File: config.mk
export PLATFORM = sky130hd
export DESIGN_NAME = pkt_framer
export DESIGN_NICKNAME = d
export VERILOG_FILES = /design/src/rtl/pkt_framer.sv
export SDC_FILE = /design/constraint.sdc
export NUM_CORES = 2
export LEC_CHECK = 0
export ABC_CLOCK_PERIOD_IN_PS = 7800
export CAP_MARGIN = 15
export CORE_MARGIN = 2
export CORE_UTILIZATION = 48
export CTS_CLUSTER_DIAMETER = 80
export DETAILED_ROUTE_END_ITERATION = 7
export SLEW_MARGIN = 20
export SYNTH_ARGS = -nofsm -noshare
export SYNTH_HDL_FRONTEND = slang
export SYNTH_SLANG_ARGS = --single-unit
File: constraint.sdc
create_clock -name clk -period 7.8 [get_ports clk]
set_clock_uncertainty 0.05 [all_clocks]
set_input_delay 1.17 -clock clk [delete_from_list [all_inputs] [get_ports clk]]
set_output_delay 1.17 -clock clk [all_outputs]
set_load 0.005 [all_outputs]
File: src/rtl/pkt_framer.sv
module pkt_framer #(
  parameter int DATA_W  = 64,
  parameter int BODY_AW = 5,
  parameter int HDR_AW  = 3
) (
  input  logic              clk,
  input  logic              reset,
  input  logic              clear,
  input  logic [DATA_W-1:0] in_data,
  input  logic [DATA_W-1:0] in_hdr,
  input  logic              in_last,
  input  logic              in_valid,
  output logic              in_ready,
  output logic [DATA_W-1:0] out_data,
  output logic              out_last,
  output logic              out_valid,
  input  logic              out_ready
);
  localparam int BODY_DEPTH = 1 << BODY_AW;
  localparam int HDR_DEPTH  = 1 << HDR_AW;

  logic [DATA_W:0]   body_mem [BODY_DEPTH];
  logic [DATA_W-1:0] hdr_mem  [HDR_DEPTH];
  logic [BODY_AW:0]  b_wr, b_rd;
  logic [HDR_AW:0]   h_wr, h_rd;
  logic              in_body;

  wire b_empty = (b_wr == b_rd);
  wire h_empty = (h_wr == h_rd);
  wire b_full  = (b_wr[BODY_AW] != b_rd[BODY_AW]) &&
                 (b_wr[BODY_AW-1:0] == b_rd[BODY_AW-1:0]);
  wire h_full  = (h_wr[HDR_AW] != h_rd[HDR_AW]) &&
                 (h_wr[HDR_AW-1:0] == h_rd[HDR_AW-1:0]);

  wire [DATA_W:0]   body_word = body_mem[b_rd[BODY_AW-1:0]];
  wire [DATA_W-1:0] hdr_word  = hdr_mem[h_rd[HDR_AW-1:0]];

  assign in_ready  = !b_full && !h_full;
  assign out_valid = in_body ? !b_empty : !h_empty;
  assign out_data  = in_body ? body_word[DATA_W-1:0] : hdr_word;
  assign out_last  = in_body && body_word[DATA_W];

  wire in_fire  = in_valid && in_ready;
  wire out_fire = out_valid && out_ready;
  wire body_pop = out_fire && in_body;
  wire hdr_pop  = out_fire && !in_body;

  always_ff @(posedge clk) begin
    if (in_fire) begin
      body_mem[b_wr[BODY_AW-1:0]] <= {in_last, in_data};
      if (in_last) hdr_mem[h_wr[HDR_AW-1:0]] <= in_hdr;
    end
  end

  always_ff @(posedge clk) begin
    if (reset || clear) begin
      b_wr    <= '0;
      b_rd    <= '0;
      h_wr    <= '0;
      h_rd    <= '0;
      in_body <= 1'b0;
    end else begin
      if (in_fire)            b_wr <= b_wr + 1'b1;
      if (in_fire && in_last) h_wr <= h_wr + 1'b1;
      if (body_pop)           b_rd <= b_rd + 1'b1;
      if (hdr_pop)            h_rd <= h_rd + 1'b1;
      if (hdr_pop)
        in_body <= 1'b1;
      else if (body_pop && body_word[DATA_W])
        in_body <= 1'b0;
    end
  end
endmodule

# Word-level counts from Yosys, hierarchy flattened
# Memories as Yosys holds them, arrays and structs flattened. A register that Yosys moved wholly into a read port is not among the register bits.
# Cells that the tools add are included.
dict set report op_classes {
  mux 13
  reduce_logical 17
  add_sub_neg 4
  n_eq_ne 6
}
# operator count
set op_table {}
lappend op_table {{$mux W64} 1}
lappend op_table {{$add A6 B1 Y6 const B} 2}
lappend op_table {{$logic_and A1 B1 Y1} 10}
lappend op_table {{$mux W5} 2}
lappend op_table {{$add A4 B1 Y4 const B} 2}
lappend op_table {{$mux W1} 8}
lappend op_table {{$eq A6 B6 Y1} 1}
lappend op_table {{$mux W3} 2}
lappend op_table {{$eq A5 B5 Y1} 1}
lappend op_table {{$logic_not A1 Y1} 5}
lappend op_table {{$eq A4 B4 Y1} 1}
lappend op_table {{$eq A3 B3 Y1} 1}
lappend op_table {{$ne A1 B1 Y1} 2}
lappend op_table {{$reduce_bool A2 Y1} 1}
lappend op_table {{$logic_or A1 B1 Y1} 1}
dict set report totals {
  out_inout_bits 67
  ramBits 2592
  ff_bits 21
  mem_count 2
  inputBits 134
}
# name depth word_bits read_ports rd_ports_with_merged_regs write_ports line
set mem_list {}
lappend mem_list {body_mem 32 65 1 1 1 22} ;# logic [DATA_W:0] body_mem [BODY_DEPTH];
lappend mem_list {hdr_mem 8 64 1 1 1 23} ;# logic [DATA_W-1:0] hdr_mem [HDR_DEPTH];

# Depth between registers and ports, before layout
dict set report depth {
  depth_word 8
  depth_mapped 10
}

# Least setup slack after synthesis
# No wires, ideal clock.
dict set report synth_timing {
  path_type {input -> register}
  from {input in_last}
  to {memory hdr_mem[0][0], enable pin}
  path_stages 4
  path_buffers 0
  t_arrival_ns 6.156
  path_slack_ns 1.029
  path_cell_list {nand2_1 -> a311oi_2 -> nand2b_1 -> nor3_1}
}
dict set report synth_between {
  elab_chain_len 3
}
# element line
set synth_lines {}
lappend synth_lines {{from (decl)} 11} ;# input logic in_last,
lappend synth_lines {{$mux W1} 51} ;# if (in_last) hdr_mem[h_wr[HDR_AW-1:0]] <= in_hdr;
lappend synth_lines {{$mux W1} 49} ;# if (in_fire) begin
lappend synth_lines {{$mux W1 (not written as such)} 51}
lappend synth_lines {{to (decl)} 23}
# Every way passes these cells.

==> impl_metrics.ini <==
[run_status]
outcome = complete, no violations

[logic_synthesis]
synth_area_leader_cell = edfxtp_1
avgSynthCellArea_sq_um = 23.2
async_flop_share = 0
ys_seq_area_frac = 0.784
synth_cells = 4309
yosys.area.top_type_share = 0.778
ys_ff_latch = 2621
syn_nets = 4450
synthMuxAreaShare = 0.163
ys_top_cells_by_area = edfxtp_1 (78%), mux4_2 (15%), mux2i_1 (1.5%)
synth_top_family_by_area = multiplexers
synthXorXnorAreaFrac = 0.00158
synth-adder-area-share = 0.000876
synth_cell_types = 62
synth_compound_area_frac = 0.0247
synth-main-ff-cell = edfxtp_1
synth-simple-area-share = 0.0127
synth_edf_count = 2592
ys_warn_count = 0
syn_area_sq_um = 100000

[floorplan]
die_x_microns = 460
die_height_microns = 460
die_area_sq_um = 212000
core_area_sq_um = 207000
row_count = 167
initial_utilization = 0.483
pin_count = 201

[timing]
drv_slew = 0
slew_headroom = 0.189
worstMarginPinSlew_ns = 1.18
clock.fmax_ghz = 0.161
setup-tns-final_ns = 0
fin_crit_sh = 0.797
period_minus_slack_ns = 6.22
hold_viol = 0
whs_ns = 0.475
rsz0062_at_grt = false
setup-violations-final = 0

[route]
vias_per_cell = 6.16
postRouteAntennaNets = 0
dr.pass1.iters = 7
routedWlPerCell_microns = 33.5
vias = 47200
drc = 0
drtIter0Drc = 5498
wirelength_microns = 257000

[setup_path]
worstReg2RegStart = b_wr[2]$_SDFFE_PP0P_
worst_ep_required_time_ns = 6.58
slowest_delay_ns = 0.80
cp.arrival_ns = 5.00
crit_type = reg -> out
worst_setup_path_end_kind = primary output
rr_worst_depth = 6
reg2reg_to = body_mem[30][63]$_DFFE_PP_
critical_path.slowest_cell = dfxtp_4
crit_chain = buf_4 > buf_4 > mux4_2 > a22o_1 > a221oi_1 > a211oi_1 > clkdlybuf4s50_1
rrSetupSlack_ns = 3.48
startpoint_type = register
cp_max_fo = 46
timing.critical_path.mode_cell = buf_4

[cts]
post_cts_buffers = 0
cts_tree = done
clock-sinks = 2621
cts_max_path_buffers = 4
hold_buffers = 0
ctsResizeCount = 0
clock-root-buffer = clkbuf_16
path_clk_slew_ns = 0.06
cts-htree-levels = 5
clock_latency_ns = 0.90
numCtsBuffers = 289

[global_routing]
track_usage = 0.243
grt_first_pass_wirelength_microns = 360000
antenna_found_initial = 26
grt_max_degree = 125
grt_pass1_vias = 47700
gr-total-overflow = 0

[worst_hold_path]
hp-start = h_wr[3]$_SDFFE_PP0P_
min_path_type = reg -> reg
worstHoldEndpoint = h_wr[3]$_SDFFE_PP0P_
min_path_cells = 2

[pwr]
power_density_nw_per_um2 = 253
worst_ir_drop_vdd_mv = 0.252
power.total_uw = 29000
p_leak_uw = 0.0343

[placement]
dp_hpwl_microns = 134000
place.gp.congestion = 0.746
place.port_buffers = 200

[cells_and_area]
drive_above_1_share = 0.254
nets = 4819
n_fill_cell = 15300
syn_to_final_growth_pct = 14.7
fin_util = 0.554

[job]
drv_cap = 0
worst max path at each step:
stage / endpoint / startpoint
after floorplan: hdr_mem[0][0]$_DFFE_PP_ / in_last
after global placement: out_data[28] / register
after detailed placement: out_data[26] / register
after CTS: out_data[26] / register
after global routing: out_data[26] / register
final: out_data[26] / register
placed cells by master (no fill, tap or decap), drive strengths merged, types with 45 or more instances in the layout:
master and count:
mux4 646, clkdlybuf4s50 188, clkinv 104, a211oi 68, edfxtp 2592, buf 127
a221oi 45, clkbuf 350, nor2 111, mux2i 154
per-stage QoR:
step                cells  instance area, sq um  setup WS (ns)
floorplan            4309                100000           1.03
CTS                  7657                115000           1.53
global placement     7173                106000           2.48
global route         7660                115000           1.45
finish               7663                115000           1.58
detailed placement   7175                106000           2.55
flip-flops by register name, indices dropped and copies added, names as in the netlist, named ones only:
name,cells
in_body,1
h_rd,4
b_wr,6
body_mem,2080
h_wr,4
b_rd,6
hdr_mem,512
Yosys cell counts (all sizes together) (4+ instances only):
library cell  instances
o22ai                39
a22o                 32
xnor2                15
nand2                44
clkbuf               88
nand2b                7
a21oi                37
a22oi                11
or3                  13
mux4                646
a311oi                4
a221oi               45
nor2b                43
ha                    7
mux2i               154
edfxtp             2592
nor2                111
o21bai                4
and2                 13
nand3                15
a211o                 4
a2111oi               5
mux2                 22
dfxtp                29
inv                   9
a211oi               68
buf                 149
o221ai               21
a221o                10
a21o                  8
o21ai                19
nor3                 10
report_power, final:
group / switching [uW] / total, uW / internal, uW / leakage, uW
logic: 360 / 546 / 187 / 0.00641
registers: 15.2 / 15600 / 15500 / 0.0236
clock network: 5280 / 12900 / 7630 / 0.00433
total: 5660 / 29000 / 23400 / 0.0343
cell type report:
class | instances | area (sq um) | share of cell area
Clock inverter | 132 | 1160 | 0.0101
Inverter | 9 | 37.5 | 0.000327
Clock buffer | 350 | 7660 | 0.0668
Antenna cell | 6 | 15.0 | 0.000131
Tap cell | 2788 | 3490 | 0.0304
Sequential cell | 2621 | 78400 | 0.684
Timing Repair Buffer | 315 | 3220 | 0.0281
Multi-Input combinational cell | 1442 | 20700 | 0.180
kinds of logic (layout without fill, tap and decap cells):
logic type	Yosys count	count (layout)
AO/OA/AOI/OAI	326	326
XOR/XNOR	18	18
adder cells (fa/ha/maj)	7	7
buffers and inverters	246	806
flip-flops	2621	2621
multiplexers	822	822
other	0	6
AND/OR/NAND/NOR	269	269
critical path, delay by kind of cell (launching register included):
family	cells	cell delay [ns]
buffers and inverters	3	1.94
AO/OA/AOI/OAI	3	0.91
flip-flops	1	0.80
multiplexers	1	0.35
per-layer routing:
layer | vias to the layer above | global-route usage | wire, microns | share of wire
li1 | 19200 | - | - | -
met3 | 444 | 0.0422 | 18400 | 0.072
met5 | - | 0 | 125 | 0.00049
met1 | 25700 | 0.335 | 103000 | 0.40
met2 | 1802 | 0.396 | 126000 | 0.49
met4 | 18 | 0.0802 | 8480 | 0.033
No activity file was read; power rests on OpenSTA's default activity.
